--- src/rtl/ecc_rpt_pkg.sv ---
package ecc_rpt_pkg;
    typedef enum logic [1:0] {
        FLG_NONE  = 2'd0,
        FLG_RAM   = 2'd1,
        FLG_FLASH = 2'd2
    } flag_state_t;

    localparam int REG_AW       = 5;
    localparam int RAM_POS      = 1;
    localparam int FLASH_POS    = 0;
    localparam logic [7:0] CFG_MASK = 8'h03;
    localparam logic [REG_AW-1:0] OFS_CFG  = 5'h00;
    localparam logic [REG_AW-1:0] OFS_STAT = 5'h01;

    typedef logic [31:0] cap_word_t;
endpackage

--- src/rtl/ecc_capture_set.sv ---
module ecc_capture_set #(
    parameter int ADDR_W = 32,
    parameter int DATA_W = 32,
    parameter int ATTR_W = 8,
    parameter int MID_W  = 4
) (
    input  logic              clk,
    input  logic              rst_n,
    input  logic              load,
    input  logic [ADDR_W-1:0] addr,
    input  logic [ATTR_W-1:0] attr,
    input  logic [MID_W-1:0]  mid,
    input  logic [DATA_W-1:0] data,
    output ecc_rpt_pkg::cap_word_t word_addr,
    output ecc_rpt_pkg::cap_word_t word_info,
    output ecc_rpt_pkg::cap_word_t word_data
);
    localparam int MID_LSB = 8;

    ecc_rpt_pkg::cap_word_t addr_d, info_d, data_d;

    always_comb begin
        addr_d = '0;
        info_d = '0;
        data_d = '0;
        addr_d[ADDR_W-1:0]        = addr;
        info_d[ATTR_W-1:0]        = attr;
        info_d[MID_LSB +: MID_W]  = mid;
        data_d[DATA_W-1:0]        = data;
    end

    always_ff @(posedge clk or negedge rst_n) begin
        if (!rst_n) begin
            word_addr <= '0;
            word_info <= '0;
            word_data <= '0;
        end else if (load) begin
            word_addr <= addr_d;
            word_info <= info_d;
            word_data <= data_d;
        end
    end
endmodule

--- src/rtl/ecc_flag_fsm.sv ---
module ecc_flag_fsm
    import ecc_rpt_pkg::*;
(
    input  logic        clk,
    input  logic        rst_n,
    input  logic        ram_ev,
    input  logic        flash_ev,
    input  logic        sw_clear,
    output logic [7:0]  status
);
    flag_state_t state_q, state_d;

    always_ff @(posedge clk or negedge rst_n) begin
        if (!rst_n) state_q <= FLG_NONE;
        else        state_q <= state_d;
    end

    always_comb begin
        state_d = state_q;
        unique case (state_q)
            FLG_NONE: begin
                if (ram_ev)        state_d = FLG_RAM;
                else if (flash_ev) state_d = FLG_FLASH;
            end
            FLG_RAM: begin
                if (ram_ev)        state_d = FLG_RAM;
                else if (flash_ev) state_d = FLG_FLASH;
                else if (sw_clear) state_d = FLG_NONE;
            end
            FLG_FLASH: begin
                if (ram_ev)        state_d = FLG_RAM;
                else if (flash_ev) state_d = FLG_FLASH;
                else if (sw_clear) state_d = FLG_NONE;
            end
            default: state_d = FLG_NONE;
        endcase
    end

    always_comb begin
        status = '0;
        unique case (state_q)
            FLG_RAM:   status[RAM_POS]   = 1'b1;
            FLG_FLASH: status[FLASH_POS] = 1'b1;
            default:   status = '0;
        endcase
    end

    assert_one_flag_R4: assert property (@(posedge clk) disable iff (!rst_n)
        $onehot0(status));

    assert_clear_R7: assert property (@(posedge clk) disable iff (!rst_n)
        (sw_clear && !ram_ev && !flash_ev) |=> (status == 8'h00));

    assert_event_wins_R9: assert property (@(posedge clk) disable iff (!rst_n)
        (sw_clear && flash_ev && !ram_ev) |=> (status == 8'h01));
endmodule

--- src/rtl/ecc_fault_reporter.sv ---
module ecc_fault_reporter
    import ecc_rpt_pkg::*;
#(
    parameter int ADDR_W = 32,
    parameter int DATA_W = 32,
    parameter int ATTR_W = 8,
    parameter int MID_W  = 4
) (
    input  logic                 clk,
    input  logic                 rst_n,
    input  logic                 ram_err_strb,
    input  logic [ADDR_W-1:0]    ram_err_addr,
    input  logic [ATTR_W-1:0]    ram_err_attr,
    input  logic [MID_W-1:0]     ram_err_mid,
    input  logic [DATA_W-1:0]    ram_err_data,
    input  logic                 flash_err_strb,
    input  logic [ADDR_W-1:0]    flash_err_addr,
    input  logic [ATTR_W-1:0]    flash_err_attr,
    input  logic [MID_W-1:0]     flash_err_mid,
    input  logic [DATA_W-1:0]    flash_err_data,
    input  logic [4:0]           reg_addr,
    input  logic                 reg_wr,
    input  logic [7:0]           reg_wdata,
    output logic [7:0]           reg_rdata,
    output logic                 irq
);
    logic [7:0] cfg_q;
    logic [7:0] status;
    logic       ram_ev, flash_ev, sw_clear;
    cap_word_t  ram_a, ram_i, ram_d, fl_a, fl_i, fl_d;
    cap_word_t  rd_word;

    always_ff @(posedge clk or negedge rst_n) begin
        if (!rst_n)
            cfg_q <= '0;
        else if (reg_wr && reg_addr == OFS_CFG)
            cfg_q <= reg_wdata & CFG_MASK;
    end

    assign ram_ev   = ram_err_strb   && cfg_q[RAM_POS];
    assign flash_ev = flash_err_strb && cfg_q[FLASH_POS];
    assign sw_clear = reg_wr && (reg_addr == OFS_STAT) && ((reg_wdata & status) != 8'h00);

    ecc_flag_fsm u_flags (
        .clk      (clk),
        .rst_n    (rst_n),
        .ram_ev   (ram_ev),
        .flash_ev (flash_ev),
        .sw_clear (sw_clear),
        .status   (status)
    );

    ecc_capture_set #(.ADDR_W(ADDR_W), .DATA_W(DATA_W), .ATTR_W(ATTR_W), .MID_W(MID_W)) u_ram_cap (
        .clk       (clk),
        .rst_n     (rst_n),
        .load      (ram_ev),
        .addr      (ram_err_addr),
        .attr      (ram_err_attr),
        .mid       (ram_err_mid),
        .data      (ram_err_data),
        .word_addr (ram_a),
        .word_info (ram_i),
        .word_data (ram_d)
    );

    ecc_capture_set #(.ADDR_W(ADDR_W), .DATA_W(DATA_W), .ATTR_W(ATTR_W), .MID_W(MID_W)) u_flash_cap (
        .clk       (clk),
        .rst_n     (rst_n),
        .load      (flash_ev && !ram_ev),
        .addr      (flash_err_addr),
        .attr      (flash_err_attr),
        .mid       (flash_err_mid),
        .data      (flash_err_data),
        .word_addr (fl_a),
        .word_info (fl_i),
        .word_data (fl_d)
    );

    assign irq = (cfg_q[RAM_POS] && status[RAM_POS]) || (cfg_q[FLASH_POS] && status[FLASH_POS]);

    always_comb begin
        unique case (reg_addr[4:2])
            3'd0:    rd_word = {16'h0000, status, cfg_q};
            3'd1:    rd_word = ram_a;
            3'd2:    rd_word = ram_i;
            3'd3:    rd_word = ram_d;
            3'd5:    rd_word = fl_a;
            3'd6:    rd_word = fl_i;
            3'd7:    rd_word = fl_d;
            default: rd_word = '0;
        endcase
        reg_rdata = rd_word[{reg_addr[1:0], 3'b000} +: 8];
    end

    assert_ram_flag_R3: assert property (@(posedge clk) disable iff (!rst_n)
        (ram_err_strb && cfg_q[RAM_POS]) |=> (status == 8'h02));

    assert_disabled_quiet_R5: assert property (@(posedge clk) disable iff (!rst_n)
        (ram_err_strb && !cfg_q[RAM_POS]) |=> ($stable(ram_a) && $stable(ram_d)));

    assert_irq_needs_flag_R6: assert property (@(posedge clk) disable iff (!rst_n)
        irq |-> (status != 8'h00));

    assert_ram_priority_R8: assert property (@(posedge clk) disable iff (!rst_n)
        (ram_ev && flash_ev) |=> ($stable(fl_a) && $stable(fl_d) && status == 8'h02));
endmodule

--- config.mk ---
export PLATFORM = sky130hd
export DESIGN_NAME = ecc_fault_reporter
export DESIGN_NICKNAME = d
export VERILOG_FILES = /design/src/rtl/ecc_rpt_pkg.sv /design/src/rtl/ecc_capture_set.sv /design/src/rtl/ecc_flag_fsm.sv /design/src/rtl/ecc_fault_reporter.sv
export SDC_FILE = /design/constraint.sdc
export NUM_CORES = 1
export LEC_CHECK = 0
export BUFFER_PORTS_ARGS = -buffer_cell sky130_fd_sc_hd__clkbuf_2
export CAP_MARGIN = 20
export CORE_MARGIN = 4
export CORE_UTILIZATION = 45
export DETAILED_ROUTE_END_ITERATION = 10
export GPL_ROUTABILITY_DRIVEN = 0
export PLACE_DENSITY = 0.8
export SETUP_SLACK_MARGIN = 0.2
export SYNTH_ARGS = -nofsm -noshare
export SYNTH_HDL_FRONTEND = slang
export SYNTH_SLANG_ARGS = --single-unit
--- constraint.sdc ---
create_clock -name clk -period 3.7 [get_ports clk]
set_input_delay 0.555 -clock clk [delete_from_list [all_inputs] [get_ports clk]]
set_output_delay 0.555 -clock clk [all_outputs]
set_load 0.005 [all_outputs]
==> key figures, run 1 <==
Setup path
  • CP Capture Type: primary output
  • CP Max Fanout: 18
  • CP most frequent cell: clkbuf_2
  • Critical path type: in -> out
  • CP arrival: around 2.4 ns
  • Worst Setup Start Kind: input port
  • CP required: 3.14 ns
  • Buffers and inverters on the worst path: 2
  • Cells along the critical path: clkbuf_2, nor2b_1, a221oi_1, nor4_1, or3_1, clkbuf_2
  • Max stage delay on crit path: 0.54 ns
  • Slowest cell on crit path: nor2b_1
  • Worst path top cell family by delay: simple AND/OR/NAND/NOR gates

Power
  • Cell Pwr Density: approximately 700 nW/um2
  • P_leak: slightly above 4 nW
  • VDD IR-drop max: roughly 450 uV

Yosys
  • Synth Net Count: 682
  • Top post-synthesis cells by area: dfrtp_1 53%, mux2_2 25%, mux4_2 4.0%, mux2i_1 2.9%, mux4_1 1.8%
  • Synthesized instance count: 508
  • Dominant synthesized flop cell: dfrtp_1
  • YS warnings: 0
  • Post-synthesis simple-gate area fraction: under 10%
  • Synth Register Bits: 156
  • Top cell type by total area after synthesis: dfrtp_1
  • Portion of netlist area occupied by mux cells: 33.8%
  • Post-Syn Area: between 7000 and 8000 um2
  • Largest family of logic cells by synthesized area: multiplexers
  • Yosys cell types: 48
  • Xor/xnor share of the synthesized area: 0%
  • Synth Area in Adders: 0.680%
  • Post-synth EDFFs: 0
  • Seq/Total Area, Yosys: 53.0%
  • Post-Syn Area per Cell: about 14 um2
  • Asr flop ratio synth: 100%
  • Synth Area in Compound Gates: ~6.1%
  • Synth top area share: 53.0%

Clocking
  • Clk slew on worst S/H paths: roughly 0.06 ns
  • Cts hold-fix bufs: 0
  • Worst skew pair latency: between 0.4 and 0.5 ns
  • Resize count post-CTS: 0
  • TritonCTS clock tree: built
  • Num CTS Buffers: 17
  • CTS Buffer Depth: 2
  • Root buf cell: clkbuf_16
  • Sink Count: approximately 160
  • Post-CTS setup buffer count: 0
  • H-Tree Depth: 4

STA
  • Least-Margin Pin Slew: 0.802 ns
  • Hold Fails Final Rpt: 0
  • Final min period: 2.99 ns
  • F_max: 334 MHz
  • Slew Limit Fails: 0
  • Clock skew: ~0.0090 ns
  • Final worst slack: between 0.7 and 0.8 ns
  • Max-slew headroom: between 40 and 50%
  • RSZ-0062 raised after global routing: no
  • Final Setup Violations: 0
  • Fin crit share: 80.8%
  • Setup TNS: 0 ns

Global routing
  • Largest net degree at the start of global routing: a little over 90
  • Remaining global-route overflow: 0
  • First-pass GRT wire length: 30100 um
  • Number of global-route vias before repair: 5562
  • Initial antenna violation count: 0
  • Overall Global Routing Usage: 21.5%

Placement
  • Post-Place Cell Area: between 8000 and 9000 um2
  • Detailed placement HPWL: 13900 um
  • Setup WS pre-CTS: 0.669 ns
  • Port Buffers: roughly 170

Route
  • Via count: 5000
  • Final wirelength: 19000 um
  • Remaining DRCs: 0
  • DRT iter0 DRCs: ~260
  • Vias/cell: between 5 and 6
  • DR WL/cell: between 20 and 25 um
  • Final ANT Viol Nets: 0
  • First-pass DRT Iterations: 4

Job
  • MaxCap Viol Count: 0

Cells and area
  • Area Growth Syn to Fin: 22.3%
  • Fillcell total: ~1300
  • Fin area: around 9000 um2
  • Multi-input logic area: roughly 3200 um2
  • Ant diodes: 0
  • Layout cell share with drive strength beyond 1: a little under three fifths
  • Final #Nets: about 850
  • Most common cell after layout, fill and taps aside: clkbuf_2
  • Seq. cell area: 3900 um2
  • Leading cell types in the layout, fill and taps excluded: 171 x clkbuf_2, 165 x mux2_2, 156 x dfrtp_1

Outcome
  • Status: finished clean

Worst hold path
  • HP Class: in -> async

Floorplan
  • Initial Utilization: between 40% and 50%
  • Site Rows: 46
  • Die width: roughly 140 um
  • Die Area: around 18000 um2
  • Num ports: 179
  • Die H: 136 um
  • Core ar.: ~16000 um2
-- area by class of cell --
cell class / instances / area share, %
well taps: 216 / 3.00
flip-flops and latches: 156 / 43.3
clock inverters: 14 / 1.88
clock buffers: 18 / 4.76
repair buffers: 186 / 11.1
multi-input cells: 310 / 35.7
inverters: 7 / 0.292
-- stage by stage --
step	power (W)	utilization, %	hold slack, ns	std cells
2_1_floorplan	0.00401	-	0.259	508
3_3_place_gp	0.00444	52.7	0.481	875
3_5_place_dp	0.00459	52.7	0.489	875
4_1_cts	0.00639	56.5	0.228	907
5_1_grt	0.00670	56.5	0.262	907
6_report	0.00634	56.5	0.204	907
-- registers in the layout, indices dropped and copies added, names as in the netlist --
| register | flops |
|---|---|
| u_flash_cap.word_addr | 32 |
| u_ram_cap.word_addr | 32 |
| cfg_q | 2 |
| u_ram_cap.word_info | 12 |
| u_flash_cap.word_info | 12 |
| u_flash_cap.word_data | 32 |
| u_ram_cap.word_data | 32 |
| u_flags.state_q | 2 |
-- worst paths after layout --
kind	slack [ns]	from	endpoint	cells past startpoint
worst max-delay path	0.71	reg_addr[3]	reg_rdata[7]	6
max in group asynchronous	2.61	rst_n	u_flash_cap.word_addr[9]$_DFFE_PN0N_	2
worst max register to register	1.58	cfg_q[1]$_DFFE_PN0P_	u_ram_cap.word_addr[3]$_DFFE_PN0P_	3
worst min register to register	0.50	u_ram_cap.word_data[14]$_DFFE_PN0P_	u_ram_cap.word_data[14]$_DFFE_PN0P_	1
worst min-delay path	0.20	rst_n	u_ram_cap.word_data[25]$_DFFE_PN0P_	1
min in group clk	0.36	ram_err_addr[31]	u_ram_cap.word_addr[31]$_DFFE_PN0P_	2
-- cell usage after synthesis, types with 2 or more instances --
library cell	n
nand4_1	3
o31ai_1	3
a221oi_1	5
a31oi_1	2
a21oi_1	9
nor2_1	7
buf_4	11
a22o_1	3
mux2_2	165
o211ai_1	2
a22oi_1	2
nand2_1	10
clkbuf_1	2
nor4_1	2
o221ai_1	5
buf_2	17
a221o_1	3
o21ai_0	8
nor2b_1	4
mux2i_1	21
ha_1	4
o22ai_1	4
nand2b_1	2
mux4_2	13
dfrtp_1	156
inv_1	7
mux4_1	5
and3_1	2
buf_6	5
o2bb2ai_1	3
nand3_1	6
-- report_power, final --
group	total [W]	internal, W	switching (W)	leakage (nW)
logic	0.00168	0.00103	0.000654	1.95
clock network	0.00178	0.00102	0.000760	0.292
registers	0.00287	0.00247	0.000406	1.85
total	0.00634	0.00452	0.00182	4.09
-- kinds of logic after synthesis --
logic type      count (synthesis)
compound gates                 61
buf+inv                        42
mux                           204
flops                         156
fa+ha+maj                       4
simple gates                   41
-- metal layers --
layer / track usage, % / wire length (um)
met1: 27.4 / 7850
met5: 0 / 0
met3: 6.55 / 1260
met2: 36.0 / 9630
met4: 5.82 / 309
Power figures use the tool's default switching activity.
==> run 2, diff against run 1 <==
--- a/config.mk
+++ b/config.mk
@@ -5,6 +5,7 @@
 export SDC_FILE = /design/constraint.sdc
 export NUM_CORES = 1
 export LEC_CHECK = 0
+export ABC_AREA = 1
 export BUFFER_PORTS_ARGS = -buffer_cell sky130_fd_sc_hd__clkbuf_2
 export CAP_MARGIN = 20
 export CORE_MARGIN = 4
==> constraint.sdc (replaced) <==
create_clock -name clk -period 3.1 [get_ports clk]
set_input_delay 0.465 -clock clk [delete_from_list [all_inputs] [get_ports clk]]
set_output_delay 0.465 -clock clk [all_outputs]
set_load 0.005 [all_outputs]
==> run 2 against run 1 <==
  * Clock power up 22%
  * Register-to-register slack worse by 0.55 ns
  * Routed wire length up 11%
  * Critical path type unchanged
  * Critical endpoint is now reg_rdata[5]
==> key figures, run 2 <==
Setup path
  • Slowest cell on crit path: clkinv_2 (was nor2b_1)
  • Max stage delay on crit path: 0.37 ns (was 0.54 ns)
  • Flop-to-flop setup slack: 1.03 ns (was 1.58 ns)
  • Worst Setup Start Kind: input port (unchanged)
  • CP Max Fanout: 18 (unchanged)
  • Cells along the critical path: clkbuf_2, clkinv_2, nand3_1, buf_4, inv_1, nand2_1, nand4_1, nand3_1, nand2_1, clkbuf_2 (was clkbuf_2, nor2b_1, a221oi_1, nor4_1, or3_1, clkbuf_2)
  • CP Capture Type: primary output (unchanged)
  • Critical path type: in -> out (unchanged)
  • CP required: 2.63 ns (was 3.14 ns)
  • CP arrival: 2.24 ns (was 2.44 ns)

Clocking
  • Sink Count: 156 (unchanged)
  • H-Tree Depth: 4 (unchanged)
  • CTS Buffer Depth: 2 (unchanged)
  • TritonCTS clock tree: built (unchanged)
  • Clk slew on worst S/H paths: 0.06 ns (about the same)
  • Num CTS Buffers: 17 (unchanged)
  • Worst skew pair latency: 0.43 ns (was 0.42 ns)
  • Root buf cell: clkbuf_16 (unchanged)

STA
  • Slew Limit Fails: 0 (unchanged)
  • RSZ-0062 raised after global routing: no (unchanged)
  • Final Setup Violations: 0 (unchanged)
  • F_max: approximately 370 MHz
  • Fin crit share: 87.4%
  • Final min period: about 2.7 ns
  • Hold Fails Final Rpt: 0 (unchanged)
  • Max-slew headroom: 47.2% (was 46.5%)
  • Least-Margin Pin Slew: 0.793 ns (was 0.802 ns)
  • Clock skew: 0.00929 ns (was 0.00902 ns)
  • Setup TNS: 0 ns (unchanged)

Floorplan
  • Die H: 138 um (was 136 um)
  • Initial Utilization: 45.7% (was 46.2%)
  • Site Rows: 47 (was 46)
  • Die width: 138 um (was 136 um)
  • Die Area: 18900 um2 (was 18500 um2)
  • Num ports: 179 (unchanged)
  • Core ar.: 16500 um2 (was 15900 um2)

Route
  • Final ANT Viol Nets: 0 (unchanged)
  • Remaining DRCs: 0 (unchanged)
  • DR WL/cell: 16.0 um (was 21.0 um)
  • Vias/cell: 5.11 (was 5.51)
  • Final wirelength: 21100 um (was 19000 um)
  • Via count: 6725 (was 5000)
  • DRT iter0 DRCs: 462 (was 262)
  • First-pass DRT Iterations: 5 (was 4)

Global routing
  • Overall Global Routing Usage: 23.1% (was 21.5%)
  • Initial antenna violation count: 0 (unchanged)
  • Remaining global-route overflow: 0 (unchanged)
  • First-pass GRT wire length: 33400 um (was 30100 um)
  • Largest net degree at the start of global routing: 85 (was 91)
  • Number of global-route vias before repair: 6551 (was 5562)

Yosys
  • Synthesized instance count: 929 (was 508)
  • Dominant synthesized flop cell: dfrtp_1 (unchanged)
  • Post-Syn Area: 7550 um2 (was 7360 um2)
  • Seq/Total Area, Yosys: 51.7% (was 53.0%)
  • Synth cell count leaders: 249 x nand2_1, 156 x dfrtp_1, 137 x nor2_1 (was 165 x mux2_2, 156 x dfrtp_1, 21 x mux2i_1)
  • Asr flop ratio synth: 100% (unchanged)
  • Synth top area share: 51.7% (was 53.0%)
  • Top post-synthesis cells by area: dfrtp_1 52%, nand2_1 12%, nor2_1 6.8%, mux2_2 4.9%, inv_1 4.4% (was dfrtp_1 53%, mux2_2 25%, mux4_2 4.0%, mux2i_1 2.9%, mux4_1 1.8%)
  • Post-synth EDFFs: 0 (unchanged)
  • Synth Register Bits: 156 (unchanged)
  • Yosys cell types: 23 (was 48)
  • Top cell type by total area after synthesis: dfrtp_1 (unchanged)
  • YS warnings: 0 (unchanged)
  • Post-Syn Area per Cell: 8.13 um2 (was 14.5 um2)
  • Most frequent cell after synthesis: nand2_1 (was mux2_2)
  • Synth Net Count: 1103 (was 682)

Power
  • VDD IR-drop max: 429 uV (was 447 uV)
  • Cell Pwr Density: 697 nW/um2 (was 704 nW/um2)
  • P_leak: 4.83 nW (was 4.09 nW)

Cells and area
  • Final #Nets: 1258 (was 852)
  • Fin cells: 1317 (was 907)
  • Area Growth Syn to Fin: 21.9% (was 22.3%)
  • Post-layout util: 55.7% (was 56.5%)
  • Ant diodes: 0 (unchanged)
  • Most common cell after layout, fill and taps aside: nand2_1 (was clkbuf_2)
  • Leading cell types in the layout, fill and taps excluded: 249 x nand2_1, 171 x clkbuf_2, 156 x dfrtp_1 (was 171 x clkbuf_2, 165 x mux2_2, 156 x dfrtp_1)
  • Layout cell share with drive strength beyond 1: 24.2% (was 57.6%)

Placement
  • Cell count after placement: 1284 (was 875)
  • Port Buffers: 172 (unchanged)
  • Detailed placement HPWL: 15300 um (was 13900 um)

Worst hold path
  • HP Class: in -> async (unchanged)

Outcome
  • Status: finished clean (unchanged)

Job
  • MaxCap Viol Count: 0 (unchanged)
[run 2: layout make-up]
type | count | area (um2)
flip-flops and latches | 156 | 3900
clock inverters | 12 | 161
inverters | 93 | 350
multi-input cells | 627 | 3000
repair buffers | 189 | 1060
clock buffers | 20 | 457
fillers | 1501 | 7320
well taps | 220 | 275
[run 2: metrics by stage]
step / instance area, um2 / power [W] / worst slack [ns] / hold WS [ns]
global route: 9210 / 0.00681 / 0.203 / 0.156
global placement: 8570 / 0.00419 / 0.457 / 0.462
detailed placement: 8570 / 0.00427 / 0.430 / 0.466
finish: 9210 / 0.00642 / 0.390 / 0.105
CTS: 9190 / 0.00645 / 0.401 / 0.132
floorplan: 7550 / 0.00375 / 1.40 / 0.169
[run 2: final timing paths]
path                                               startpoint  cells past startpoint                                     to
max in group asynchronous                               rst_n                      2  u_flash_cap.word_addr[11]$_DFFE_PN0N_
setup / recovery                                  reg_addr[3]                     10                           reg_rdata[5]
setup reg to reg                         cfg_q[1]$_DFFE_PN0P_                      6         u_flags.state_q[0]$_DFFE_PN0P_
min in group clk                              ram_err_addr[7]                      3     u_ram_cap.word_addr[7]$_DFFE_PN0P_
hold / removal                                          rst_n                      1  u_flash_cap.word_data[14]$_DFFE_PN0N_
hold reg to reg            u_ram_cap.word_addr[6]$_DFFE_PN0P_                      2     u_ram_cap.word_addr[6]$_DFFE_PN0P_
[run 2: logic make-up after synthesis]
group	synth area share [%]
DFF	51.7
adders and majority gates	0.663
muxes	4.92
and+or+nand+nor	26.3
buffers and inverters	8.73
AOI/OAI and AO/OA	7.72
[run 2: worst max-delay path: cells and delay by family]
family	cells	cell delay (ns)
buf+inv	5	1.19
simple gates	5	0.58
[run 2: layer usage]
metal / track usage (%) / wire (um) / vias up / part of all wire (%)
met4: 10.1 / 705 / 0 / 3.3
met5: 0 / 0 / - / 0
met3: 3.87 / 1470 / 53 / 6.9
met1: 32.4 / 9370 / 3117 / 44
met2: 35.2 / 9570 / 281 / 45
li1: - / - / 3274 / -
[run 2: report_power, final]
part / total (W) / switching (W) / internal (W)
Combinational: 0.00140 / 0.000839 / 0.000563
Sequential: 0.00285 / 0.000250 / 0.00260
Clock: 0.00217 / 0.000852 / 0.00132
Total: 0.00642 / 0.00194 / 0.00448
[run 2: repair_timing]
item                                   in CTS  in global routing
endpoints found under the hold margin       0                  0
gates resized for setup                     0                  1
setup buffers                               0                  1
hold buffers                                0                  0
setup endpoints to repair                   0                  2
